**config.mk**
```make
export PLATFORM = sky130hd
export DESIGN_NAME = pdm_sinc_decimator
export DESIGN_NICKNAME = d
export VERILOG_FILES = /design/src/rtl/pdm_dec_pkg.sv /design/src/rtl/pdm_dec_phase.sv /design/src/rtl/pdm_dec_boxcar.sv /design/src/rtl/pdm_dec_integrator.sv /design/src/rtl/pdm_dec_comb.sv /design/src/rtl/pdm_sinc_decimator.sv
export SDC_FILE = /design/constraint.sdc
export NUM_CORES = 1
export LEC_CHECK = 0
export BUFFER_PORTS_ARGS = -buffer_cell sky130_fd_sc_hd__buf_2
export CORE_UTILIZATION = 30
export CTS_CLUSTER_DIAMETER = 50
export DETAILED_ROUTE_END_ITERATION = 8
export GPL_TIMING_DRIVEN = 1
export MAX_ROUTING_LAYER = met4
export PLACE_DENSITY = 0.53
export SYNTH_ARGS = -nofsm -noshare
export SYNTH_HDL_FRONTEND = slang
export SYNTH_SLANG_ARGS = --single-unit
```
**constraint.sdc**
```tcl
create_clock -name clk -period 5.7 [get_ports clk]
set_input_delay 1.14 -clock clk [delete_from_list [all_inputs] [get_ports clk]]
set_output_delay 1.14 -clock clk [all_outputs]
set_load 0.02 [all_outputs]
```
**src/rtl/pdm_dec_pkg.sv**
```systemverilog
package pdm_dec_pkg;

    // Word width that holds RATIO^ORDER exactly
    function automatic int dec_width(input int order, input int ratio);
        return 1 + order * $clog2(ratio);
    endfunction

    // Full-scale output value RATIO^ORDER
    function automatic longint full_scale(input int order, input int ratio);
        longint acc;
        acc = 1;
        for (int i = 0; i < order; i++) begin
            acc = acc * ratio;
        end
        return acc;
    endfunction

endpackage

```
**src/rtl/pdm_dec_phase.sv**
```systemverilog
module pdm_dec_phase #(
    parameter  int RATIO = 8,
    localparam int CW    = (RATIO > 1) ? $clog2(RATIO) : 1
) (
    input  logic          clk,
    input  logic          rst_n,
    output logic [CW-1:0] phase,
    output logic          tick
);
    localparam logic [CW-1:0] LAST = CW'(RATIO - 1);

    typedef struct packed {
        logic [CW-1:0] cnt;
    } phase_st_t;

    phase_st_t st_d, st_q;

    always_comb begin
        st_d = st_q;
        if (st_q.cnt == LAST) begin
            st_d.cnt = '0;
        end else begin
            st_d.cnt = st_q.cnt + 1'b1;
        end
        phase = st_q.cnt;
        tick  = (st_q.cnt == LAST);
    end

    always_ff @(posedge clk or negedge rst_n) begin
        if (!rst_n) begin
            st_q <= '0;
        end else begin
            st_q <= st_d;
        end
    end

    // the interval phase restarts after its last sample
    a_r2_phase_wrap: assert property (@(posedge clk) disable iff (!rst_n)
        (st_q.cnt == LAST) |=> (st_q.cnt == '0));

endmodule

```
**src/rtl/pdm_dec_boxcar.sv**
```systemverilog
module pdm_dec_boxcar #(
    parameter int RATIO = 8,
    parameter int W     = 4,
    parameter int CW    = 3
) (
    input  logic          clk,
    input  logic          rst_n,
    input  logic          bit_in,
    input  logic          tick,
    input  logic [CW-1:0] phase,
    output logic [W-1:0]  result
);
    typedef struct packed {
        logic [W-1:0] acc;
    } box_st_t;

    box_st_t      st_d, st_q;
    logic [W-1:0] sum;

    always_comb begin
        st_d   = st_q;
        sum    = st_q.acc + {{(W-1){1'b0}}, bit_in};
        st_d.acc = tick ? '0 : sum;
        result = sum;
    end

    always_ff @(posedge clk or negedge rst_n) begin
        if (!rst_n) begin
            st_q <= '0;
        end else begin
            st_q <= st_d;
        end
    end

    // ones counted so far can never exceed samples taken in the interval
    a_r3_count_bound: assert property (@(posedge clk) disable iff (!rst_n)
        st_q.acc <= W'(phase));

endmodule

```
**src/rtl/pdm_dec_integrator.sv**
```systemverilog
module pdm_dec_integrator #(
    parameter int ORDER = 3,
    parameter int W     = 10
) (
    input  logic         clk,
    input  logic         rst_n,
    input  logic         bit_in,
    output logic [W-1:0] result
);
    typedef logic [W-1:0] word_t;

    typedef struct packed {
        word_t [ORDER-1:0] stage;
    } int_st_t;

    int_st_t st_d, st_q;
    word_t   feed;

    // Unpipelined chain: each stage adds the next value of the one before
    always_comb begin
        st_d = st_q;
        feed = {{(W-1){1'b0}}, bit_in};
        for (int k = 0; k < ORDER; k++) begin
            st_d.stage[k] = st_q.stage[k] + feed;
            feed          = st_d.stage[k];
        end
        result = feed;
    end

    always_ff @(posedge clk or negedge rst_n) begin
        if (!rst_n) begin
            st_q <= '0;
        end else begin
            st_q <= st_d;
        end
    end

    // the first accumulator advances by the input bit, 0 or 1
    a_r1_unit_step: assert property (@(posedge clk) disable iff (!rst_n)
        1'b1 |=> (word_t'(st_q.stage[0] - $past(st_q.stage[0])) <= word_t'(1)));

endmodule

```
**src/rtl/pdm_dec_comb.sv**
```systemverilog
module pdm_dec_comb #(
    parameter int ORDER = 3,
    parameter int W     = 10
) (
    input  logic         clk,
    input  logic         rst_n,
    input  logic         tick,
    input  logic [W-1:0] sample,
    output logic [W-1:0] result
);
    typedef logic [W-1:0] word_t;

    typedef struct packed {
        word_t [ORDER-1:0] dly;
    } comb_st_t;

    comb_st_t st_d, st_q;
    word_t    diff;

    // First differences at the output rate, delay of one output sample
    always_comb begin
        st_d = st_q;
        diff = sample;
        for (int k = 0; k < ORDER; k++) begin
            if (tick) begin
                st_d.dly[k] = diff;
            end
            diff = diff - st_q.dly[k];
        end
        result = diff;
    end

    always_ff @(posedge clk or negedge rst_n) begin
        if (!rst_n) begin
            st_q <= '0;
        end else begin
            st_q <= st_d;
        end
    end

    // comb delay line moves only at an interval boundary
    a_r9_delay_hold: assert property (@(posedge clk) disable iff (!rst_n)
        !tick |=> $stable(st_q.dly));

endmodule

```
**src/rtl/pdm_sinc_decimator.sv**
```systemverilog
module pdm_sinc_decimator #(
    parameter int ORDER = 3,
    parameter int RATIO = 8
) (
    input  logic                                            clk,
    input  logic                                            rst_n,
    input  logic                                            pdm_bit,
    output logic [pdm_dec_pkg::dec_width(ORDER, RATIO)-1:0] pcm_data,
    output logic                                            pcm_valid
);
    localparam int W  = pdm_dec_pkg::dec_width(ORDER, RATIO);
    localparam int CW = (RATIO > 1) ? $clog2(RATIO) : 1;
    localparam logic [W-1:0] FULL = W'(pdm_dec_pkg::full_scale(ORDER, RATIO));

    typedef struct packed {
        logic         valid;
        logic [W-1:0] data;
    } out_st_t;

    out_st_t       st_d, st_q;
    logic          tick;
    logic [CW-1:0] phase;
    logic [W-1:0]  filt;

    pdm_dec_phase #(.RATIO(RATIO)) u_phase (
        .clk   (clk),
        .rst_n (rst_n),
        .phase (phase),
        .tick  (tick)
    );

    generate
        if (ORDER == 1) begin : g_count
            pdm_dec_boxcar #(.RATIO(RATIO), .W(W), .CW(CW)) u_box (
                .clk    (clk),
                .rst_n  (rst_n),
                .bit_in (pdm_bit),
                .tick   (tick),
                .phase  (phase),
                .result (filt)
            );
        end else begin : g_cic
            logic [W-1:0] integ;
            pdm_dec_integrator #(.ORDER(ORDER), .W(W)) u_int (
                .clk    (clk),
                .rst_n  (rst_n),
                .bit_in (pdm_bit),
                .result (integ)
            );
            pdm_dec_comb #(.ORDER(ORDER), .W(W)) u_comb (
                .clk    (clk),
                .rst_n  (rst_n),
                .tick   (tick),
                .sample (integ),
                .result (filt)
            );
        end
    endgenerate

    always_comb begin
        st_d       = st_q;
        st_d.valid = tick;
        if (tick) begin
            st_d.data = filt;
        end
    end

    always_ff @(posedge clk or negedge rst_n) begin
        if (!rst_n) begin
            st_q <= '0;
        end else begin
            st_q <= st_d;
        end
    end

    assign pcm_data  = st_q.data;
    assign pcm_valid = st_q.valid;

    // strobe lasts one cycle
    a_r2_single_strobe: assert property (@(posedge clk) disable iff (!rst_n)
        (pcm_valid && RATIO > 1) |=> !pcm_valid);

    // strobe appears only just after the phase wrapped
    a_r2_valid_phase: assert property (@(posedge clk) disable iff (!rst_n)
        pcm_valid |-> (phase == '0));

    // no word beyond full scale
    a_r5_full_scale: assert property (@(posedge clk) disable iff (!rst_n)
        pcm_valid |-> (pcm_data <= FULL));

    // word holds between strobes
    a_r9_hold: assert property (@(posedge clk) disable iff (!rst_n)
        !pcm_valid |-> $stable(pcm_data));

endmodule

```
==> impl_summary.log, run 1 <==
INFO  metric min_delay_path_depth = 1
INFO  metric worstHoldEndpoint = u_phase.phase[0]
INFO  metric critPathCaptureType = flip-flop
INFO  metric cts-buffers-inserted = 9
INFO  metric cts_num_sinks = 74
INFO  metric seq_area_frac_synth = 40.7%
INFO  metric slew_violations = 0
INFO  metric row_count = 44
INFO  metric rr_worst_depth = 27
INFO  metric timing_hold_violations_final = 0
INFO  metric max_slew_margin = 20.2%
INFO  metric worst-slew-pin-transition = approximately 1200 ps
INFO  metric minimum_period_implied_by_the_final_worst_setup_slack = about 6300 ps
INFO  metric finClkSkew = between 6 and 7 ps
INFO  metric r2r_start = g_cic.u_int.st_q[0]
INFO  metric fill_cells = roughly 1400
INFO  metric globalRouteOverflowTotal = 0
INFO  metric cpMaxStageDelayCell = sky130_fd_sc_hd__fa_2
INFO  metric remaining_drc_errors = 0
INFO  metric port_buffers = 13
INFO  metric async_reset_ff_share = 100%
INFO  metric synthXorXnorAreaFrac = a little under a tenth
INFO  metric rrSetupSlack = -100 ps
INFO  metric io-pin-count = 14
INFO  metric finalWirelength = 9460 um
INFO  metric area.sequential = between 1500 and 2000 um^2
INFO  metric finalNetCount = 605
INFO  metric dominant_combinational_cell_family_by_area_after_synthesis = adder cells
INFO  metric postSynthRegisterBits = 74
INFO  metric synthesis.area_per_instance = around 10 um^2
INFO  metric cp_data_required_time = around 6000 ps
INFO  metric launch_instance_of_the_worst_min_delay_path = u_phase.phase[0]
INFO  metric synth.area.mux_share = roughly 4.5%
INFO  metric floorplan.initialDensity = between 30 and 40%
INFO  metric timing.critical_path.from_type = input port
INFO  metric cp_data_arrival_time = between 6000 and 7000 ps
INFO  metric wire_per_inst = roughly 13 um
INFO  metric cts_max_path_buffers = 2
INFO  metric worstReg2RegEnd = pcm_data[9]
INFO  metric drive_above_1_share = 41.7%
INFO  metric synthesized_nets = approximately 500
INFO  metric area_delta_synth_final = 43.2%
INFO  metric detail_route.vias_per_cell = approximately 4.7
INFO  metric number_of_synthesis_warnings = 0
INFO  metric ctsHtreeMaxLevel = 3
INFO  metric grt_antenna_before_repair = 0
INFO  metric synth_cell_types = between 50 and 60
INFO  metric cpMostUsedCell = sky130_fd_sc_hd__ha_4
INFO  metric fmax = roughly 160 MHz
INFO  metric die_area = about 16000 um^2
INFO  metric first_global_vias = between 3000 and 4000
INFO  metric number_of_enable_flip_flop_cells_after_synthesis = 0
INFO  metric syn-cell-area = between 4000 and 5000 um^2
INFO  metric detailroute.via_count = between 3000 and 4000
INFO  metric place.gp.congestion = ~0.77
INFO  metric grt.total_usage = approximately an eighth
INFO  metric dieWidth = about 130 um
INFO  metric antennaDiodeCount = 0
INFO  metric stdcell_area = 6510 um^2
INFO  metric cp_slowest_stage_delay = ~410 ps
INFO  metric timing.hold.worst.class = flip-flop to flip-flop
INFO  metric chipHeight = approximately 130 um
INFO  metric critPathMaxFanout = 4
INFO  metric synth_area_in_compound_gates = between 10% and 20%
INFO  metric post-route-worst-setup-slack = -593 ps
INFO  metric yosys.area_share.simple = approximately an eighth
INFO  metric core_area = 14600 um^2
INFO  metric grt_pass1_wl = approximately 16000 um
INFO  metric detail_route.iter0.violations = slightly below 90
INFO  metric run_status = complete, but fails checks
INFO  metric post_synth_fa_ha_maj_area_fraction = between 10% and 20%
INFO  metric setup_viol = 3
INFO  metric failed_checks = setup timing
INFO  metric final_min_period_over_clock_period = 110%
INFO  metric postPlaceCellArea = ~5300 um^2
INFO  metric ctsRootBufferMaster = sky130_fd_sc_hd__clkbuf_16
INFO  metric synthesis.instances = 452
INFO  metric grt_max_degree = 75
INFO  metric multi_input_comb_area = roughly 3300 um^2
INFO  metric dominantRegCellSynth = sky130_fd_sc_hd__dfrtp_1
INFO  metric cts_tree = built
INFO  metric startpoint = pdm_bit
INFO  metric postRouteAntennaNets = 0
INFO  metric dp.final_hpwl = 6000 um
INFO  metric cap_violations = 0
INFO  metric dr.pass1.iters = 4
INFO  metric worstSkewPairLatency = 330 ps
INFO  metric worstSetupPathType = input port to flip-flop
INFO  metric rsz_0062_raised_after_global_routing = yes
INFO  metric path_clk_slew = 60 ps
layout make-up:
type	instances	share of cell area, %
Sequential cell	74	28.4
Clock inverter	4	1.15
Clock buffer	12	3.78
Multi-Input combinational cell	323	50.0
Tap cell	184	3.54
Timing Repair Buffer	92	10.5
Inverter	46	2.65
layer usage:
layer | wire [um] | track usage (%) | vias up | share of wire (%)
met5 | 0 | - | - | 0
met4 | 110 | 4.52 | 0 | 1.2
met3 | 215 | 2.31 | 8 | 2.3
met2 | 4890 | 22.2 | 43 | 52
met1 | 4240 | 15.4 | 1649 | 45
li1 | - | - | 1724 | -
cell usage after synthesis (2+ instances only):
library cell,count,area share (%)
sky130_fd_sc_hd__o21a_1,5,0.83
sky130_fd_sc_hd__mux2_2,13,3.2
sky130_fd_sc_hd__nor4_1,5,0.69
sky130_fd_sc_hd__fa_1,5,2.2
sky130_fd_sc_hd__a21boi_0,2,0.33
sky130_fd_sc_hd__mux2i_1,6,1.3
sky130_fd_sc_hd__inv_1,44,3.6
sky130_fd_sc_hd__o21ai_0,32,3.5
sky130_fd_sc_hd__nand3_1,8,0.88
sky130_fd_sc_hd__o21ai_1,5,0.55
sky130_fd_sc_hd__clkbuf_1,7,0.58
sky130_fd_sc_hd__a31oi_1,2,0.28
sky130_fd_sc_hd__or2_2,2,0.28
sky130_fd_sc_hd__nor2_1,27,2.2
sky130_fd_sc_hd__nand2b_1,6,0.83
sky130_fd_sc_hd__nor3_1,4,0.44
sky130_fd_sc_hd__xnor2_1,34,6.5
sky130_fd_sc_hd__or3_1,2,0.28
sky130_fd_sc_hd__a21o_1,4,0.66
sky130_fd_sc_hd__ha_1,51,14
sky130_fd_sc_hd__xor2_1,11,2.1
sky130_fd_sc_hd__dfrtp_1,74,41
sky130_fd_sc_hd__nand2_1,34,2.8
sky130_fd_sc_hd__nor2b_1,14,1.9
sky130_fd_sc_hd__a21oi_1,22,2.4
sky130_fd_sc_hd__o21bai_1,5,0.83
cell usage in the layout (no fill, tap or decap), types with 7 or more instances in the layout:
master,count
sky130_fd_sc_hd__buf_4,76
sky130_fd_sc_hd__dfrtp_1,74
sky130_fd_sc_hd__inv_1,42
sky130_fd_sc_hd__nand2_1,33
sky130_fd_sc_hd__ha_1,31
sky130_fd_sc_hd__o21ai_0,23
sky130_fd_sc_hd__nor2_1,19
sky130_fd_sc_hd__ha_4,18
sky130_fd_sc_hd__xnor2_1,17
sky130_fd_sc_hd__xnor2_2,14
sky130_fd_sc_hd__mux2_2,12
sky130_fd_sc_hd__buf_2,11
sky130_fd_sc_hd__a21oi_2,10
sky130_fd_sc_hd__o21ai_2,9
sky130_fd_sc_hd__a21oi_1,9
sky130_fd_sc_hd__clkbuf_16,9
sky130_fd_sc_hd__nor2b_1,8
sky130_fd_sc_hd__nor2_2,8
sky130_fd_sc_hd__nand3_1,7
flip-flops by register name, summed over array words and instances, names as in the netlist:
name               cells
u_phase.phase          3
g_cic.u_comb.st_q     30
g_cic.u_int.st_q      30
pcm_data              10
pcm_valid              1
cells by family (layout without fill, tap and decap cells):
group                    count (synthesis)  count (layout)
adder cells (fa/ha/maj)                 56              56
buffers and inverters                   55             154
AND/OR/NAND/NOR                        113             113
multiplexers                            19              19
flip-flops                              74              74
XOR/XNOR                                46              46
AO/OA/AOI/OAI                           89              89
worst max path at each step:
| stage | end | slack, ps |
|---|---|---|
| floorplan | pcm_data[9] | -570 |
| global placement | pcm_data[9] | -1040 |
| detailed placement | pcm_data[9] | -1120 |
| CTS | pcm_data[9] | -490 |
| global route | pcm_data[9] | -890 |
| finish | pcm_data[9] | -590 |
through the flow:
stage / setup WS, ps / util, % / setup TNS [ps] / instances / hold WS (ps)
after floorplan: -566 / - / -566 / 452 / 403
after global placement: -1040 / 36.3 / -2290 / 700 / 415
after detailed placement: -1120 / 36.3 / -2550 / 700 / 434
after CTS: -487 / 40.8 / -487 / 724 / 443
after global routing: -886 / 44.5 / -1450 / 735 / 467
final: -593 / 44.5 / -756 / 735 / 438
critical path: cells and delay by family:
kind | cells | cell delay [ps]
adders and majority gates | 7 | 1860
and+or+nand+nor | 7 | 1400
AOI/OAI and AO/OA | 7 | 1180
xor gates and xnor gates | 4 | 560
buffers and inverters | 2 | 220
muxes | 1 | 160
what timing repair did:
item,CTS,global route
pin swaps,42,44
endpoints found under the hold margin,0,0
endpoints found under the setup margin,4,5
hold buffers,0,0
resized for setup,52,75
buffers inserted,8,11
Power of run 1 is not shown: default switching activity piles up to over one toggle a cycle in this logic, so the estimate is an artifact.
==> inputs of run 2 (changes only) <==
--- a/config.mk
+++ b/config.mk
@@ -8,4 +8,5 @@
 export BUFFER_PORTS_ARGS = -buffer_cell sky130_fd_sc_hd__buf_2
 export CORE_UTILIZATION = 30
+export CTS_BUF_LIST = sky130_fd_sc_hd__clkbuf_8
 export CTS_CLUSTER_DIAMETER = 50
 export DETAILED_ROUTE_END_ITERATION = 8
@@ -13,4 +14,5 @@
 export MAX_ROUTING_LAYER = met4
 export PLACE_DENSITY = 0.53
+export REMOVE_ABC_BUFFERS = 1
 export SYNTH_ARGS = -nofsm -noshare
 export SYNTH_HDL_FRONTEND = slang
==> constraint.sdc (replaced) <==
create_clock -name clk -period 5.7 [get_ports clk]
set_input_delay 0.285 -clock clk [delete_from_list [all_inputs] [get_ports clk]]
set_output_delay 0.285 -clock clk [all_outputs]
set_load 0.02 [all_outputs]
==> run 2 against run 1 <==
Net effect: the flow still finishes with violations (setup timing); final area shrank 9.4%; count of clock-buffer cells in the layout shrank 2; worst setup slack better by 520 ps; register-to-register slack improved by 20 ps; maximum frequency is 8.9% higher; largest cell class unchanged; critical path depth shrank 2; final cell count down 2.7%; core utilization decreased by 4.2 points; highest routed layer unchanged; clock skew rose by 0.98 ps; global-route usage decreased by 0.52 points.
==> impl_summary.log, run 2 (synthesized netlist as in run 1, its figures left out) <==
INFO  metric run_status = complete, but fails checks (unchanged)
INFO  metric critPathCaptureType = flip-flop (unchanged)
INFO  metric setup-tns-final = -77.7 ps (was -756 ps)
INFO  metric remaining_drc_errors = 0 (unchanged)
INFO  metric postRouteAntennaNets = 0 (unchanged)
INFO  metric worstSkewPairLatency = 350 ps (was 330 ps)
INFO  metric dr.pass1.iters = 7 (was 4)
INFO  metric cts_hold_buffers = 0 (unchanged)
INFO  metric cts_max_path_buffers = 2 (unchanged)
INFO  metric io-pin-count = 14 (unchanged)
INFO  metric grt_max_degree = 75 (unchanged)
INFO  metric port_buffers = 13 (unchanged)
INFO  metric drive_above_1_share = 33.0% (was 41.7%)
INFO  metric rsz_0062_raised_after_global_routing = yes (unchanged)
INFO  metric setup_viol = 1 (was 3)
INFO  metric core_area = 14600 um^2 (unchanged)
INFO  metric cp_data_required_time = 5920 ps (was 5960 ps)
INFO  metric place_ws = -463 ps (was -1120 ps)
INFO  metric grt_antenna_before_repair = 0 (unchanged)
INFO  metric minimum_period_implied_by_the_final_worst_setup_slack = 5780 ps (was 6290 ps)
INFO  metric failed_checks = setup timing (unchanged)
INFO  metric timing_hold_violations_final = 0 (unchanged)
INFO  metric timing.critical_path.from_type = flip-flop (was input port)
INFO  metric cp_data_arrival_time = 6000 ps (was 6550 ps)
INFO  metric ctsHtreeMaxLevel = 3 (unchanged)
INFO  metric cap_violations = 0 (unchanged)
INFO  metric detail_route.vias_per_cell = 4.60 (was 4.66)
INFO  metric finalNetCount = 586 (was 605)
INFO  metric cts_tree = built (unchanged)
INFO  metric grt_pass1_wl = 15400 um (was 16100 um)
INFO  metric die_area = 15700 um^2 (unchanged)
INFO  metric worstSetupPathType = flip-flop to flip-flop (was input port to flip-flop)
INFO  metric detail_route.iter0.violations = 115 (was 87)
INFO  metric place.gp.congestion = 0.766 (was 0.771)
INFO  metric antennaDiodeCount = 0 (unchanged)
INFO  metric timing.hold.worst.class = input port to async pin (was flip-flop to flip-flop)
INFO  metric floorplan.initialDensity = 31.0% (unchanged)
INFO  metric most_frequent_cells_in_the_layout = 74 x sky130_fd_sc_hd__dfrtp_1, 59 x sky130_fd_sc_hd__buf_4, 46 x sky130_fd_sc_hd__inv_1 (was 76 x sky130_fd_sc_hd__buf_4, 74 x sky130_fd_sc_hd__dfrtp_1, 42 x sky130_fd_sc_hd__inv_1)
INFO  metric first_global_vias = 3388 (was 3568)
INFO  metric grt.total_usage = 12.5% (was 13.0%)
INFO  metric ctsRootBufferMaster = sky130_fd_sc_hd__clkbuf_8 (was sky130_fd_sc_hd__clkbuf_16)
INFO  metric slew_violations = 0 (unchanged)
INFO  metric worst-slew-pin-transition = 1140 ps (was 1190 ps)
INFO  metric critPathMaxFanout = 4 (unchanged)
INFO  metric path_clk_slew = 70 ps (was 60 ps)
INFO  metric detailroute.via_count = 3289 (was 3424)
INFO  metric fmax = 173 MHz (was 159 MHz)
INFO  metric cts_num_sinks = 74 (unchanged)
INFO  metric row_count = 44 (unchanged)
INFO  metric chipHeight = 125 um (unchanged)
INFO  metric final_min_period_over_clock_period = 101% (was 110%)
INFO  metric dieWidth = 125 um (unchanged)
INFO  metric max_slew_margin = 23.2% (was 20.2%)
INFO  metric wire_per_inst = 12.2 um (was 12.9 um)
INFO  metric mostFrequentLayoutCell = sky130_fd_sc_hd__dfrtp_1 (was sky130_fd_sc_hd__buf_4)
INFO  metric cts-buffers-inserted = 9 (unchanged)
INFO  metric timing.hold.ws = 89.4 ps (was 438 ps)
INFO  metric finClkSkew = 7.71 ps (was 6.73 ps)
INFO  metric post-route-worst-setup-slack = -77.7 ps (was -593 ps)
INFO  metric fill_cells = 1434 (was 1363)
INFO  metric dp.final_hpwl = 5830 um (was 6000 um)
INFO  metric globalRouteOverflowTotal = 0 (unchanged)
INFO  metric area_delta_synth_final = 29.8% (was 43.2%)
INFO  metric top_regs = g_cic.u_comb.st_q: 30 flops, g_cic.u_int.st_q: 30 flops, pcm_data: 10 flops (unchanged)
INFO  metric finalWirelength = 8700 um (was 9460 um)
==> run 2: changes by cell type in the layout (fill, tap and decap cells not counted), moves of 5 or more <==
cell / delta
sky130_fd_sc_hd__buf_4: -17
sky130_fd_sc_hd__o21ai_2: -5
sky130_fd_sc_hd__a21oi_1: +6
sky130_fd_sc_hd__xnor2_1: +7
sky130_fd_sc_hd__clkbuf_16: -9
sky130_fd_sc_hd__ha_1: +9
sky130_fd_sc_hd__clkbuf_8: +9
sky130_fd_sc_hd__ha_4: -9
sky130_fd_sc_hd__a21oi_2: -5
==> run 2: routing by layer <==
layer	vias to the layer above	part of all wire, %	GRT usage (%)
li1	1677	-	-
met1	1568	47	14.8
met2	35	50	20.8
met3	9	2.3	3.00
met4	0	1.3	4.02
met5	-	0	-
==> run 2: what timing repair did <==
action | CTS | global route
pin swaps | 54 | 34
gates resized for setup | 53 | 33
setup buffers | 8 | 6
endpoints found under the setup margin | 1 | 2
==> run 2: worst max-delay path: stages (launching register included) <==
cell and delay, ps:
sky130_fd_sc_hd__dfrtp_1 390, sky130_fd_sc_hd__ha_4 230, sky130_fd_sc_hd__ha_4 160, sky130_fd_sc_hd__fa_2 380, sky130_fd_sc_hd__a21o_1 190, sky130_fd_sc_hd__a21o_1 200
sky130_fd_sc_hd__xor2_2 190, sky130_fd_sc_hd__ha_1 320, sky130_fd_sc_hd__a21boi_4 150, sky130_fd_sc_hd__o21a_1 210, sky130_fd_sc_hd__nor2_2 120, sky130_fd_sc_hd__xnor2_1 110
sky130_fd_sc_hd__ha_2 200, sky130_fd_sc_hd__or3_4 340, sky130_fd_sc_hd__o21ai_4 190, sky130_fd_sc_hd__xnor2_2 140, sky130_fd_sc_hd__ha_1 280, sky130_fd_sc_hd__a21oi_2 180
sky130_fd_sc_hd__xnor2_2 150, sky130_fd_sc_hd__ha_1 290, sky130_fd_sc_hd__nor2b_4 140, sky130_fd_sc_hd__and2_1 150, sky130_fd_sc_hd__mux2i_2 170, sky130_fd_sc_hd__a31o_2 240
sky130_fd_sc_hd__nor3_2 50, sky130_fd_sc_hd__a2111oi_2 360, sky130_fd_sc_hd__nand3_1 120
==> run 2: layout make-up <==
type	instances	area [um^2]	share of cell area, %
Clock buffer	10	138	2.33
Clock inverter	5	47.5	0.806
Inverter	46	173	2.93
Multi-Input combinational cell	323	2940	49.7
Sequential cell	74	1850	31.4
Tap cell	184	230	3.90
Timing Repair Buffer	73	526	8.91
==> run 2: final timing paths <==
path | startpoint | to | slack (ps) | depth (start not counted)
worst max-delay path | g_cic.u_int.st_q[0] | pcm_data[9] | -80 | 26
worst min-delay path | rst_n | g_cic.u_int.st_q[0] | 90 | 1
worst max register to register | g_cic.u_int.st_q[0] | pcm_data[9] | -80 | 26
worst min register to register | u_phase.phase[0] | u_phase.phase[0] | 430 | 1
max in group asynchronous | rst_n | g_cic.u_comb.st_q[23] | 5020 | 1
min in group clk | pdm_bit | g_cic.u_int.st_q[0] | 220 | 2
==> run 2: stage by stage <==
stage | utilization, % | std cells | cell area [um^2]
2_1_floorplan | - | 443 | 4510
3_3_place_gp | 35.2 | 686 | 5150
3_5_place_dp | 35.2 | 686 | 5150
4_1_cts | 38.6 | 709 | 5650
5_1_grt | 40.3 | 715 | 5900
6_report | 40.3 | 715 | 5900
Power of run 2 is left out for the same reason.
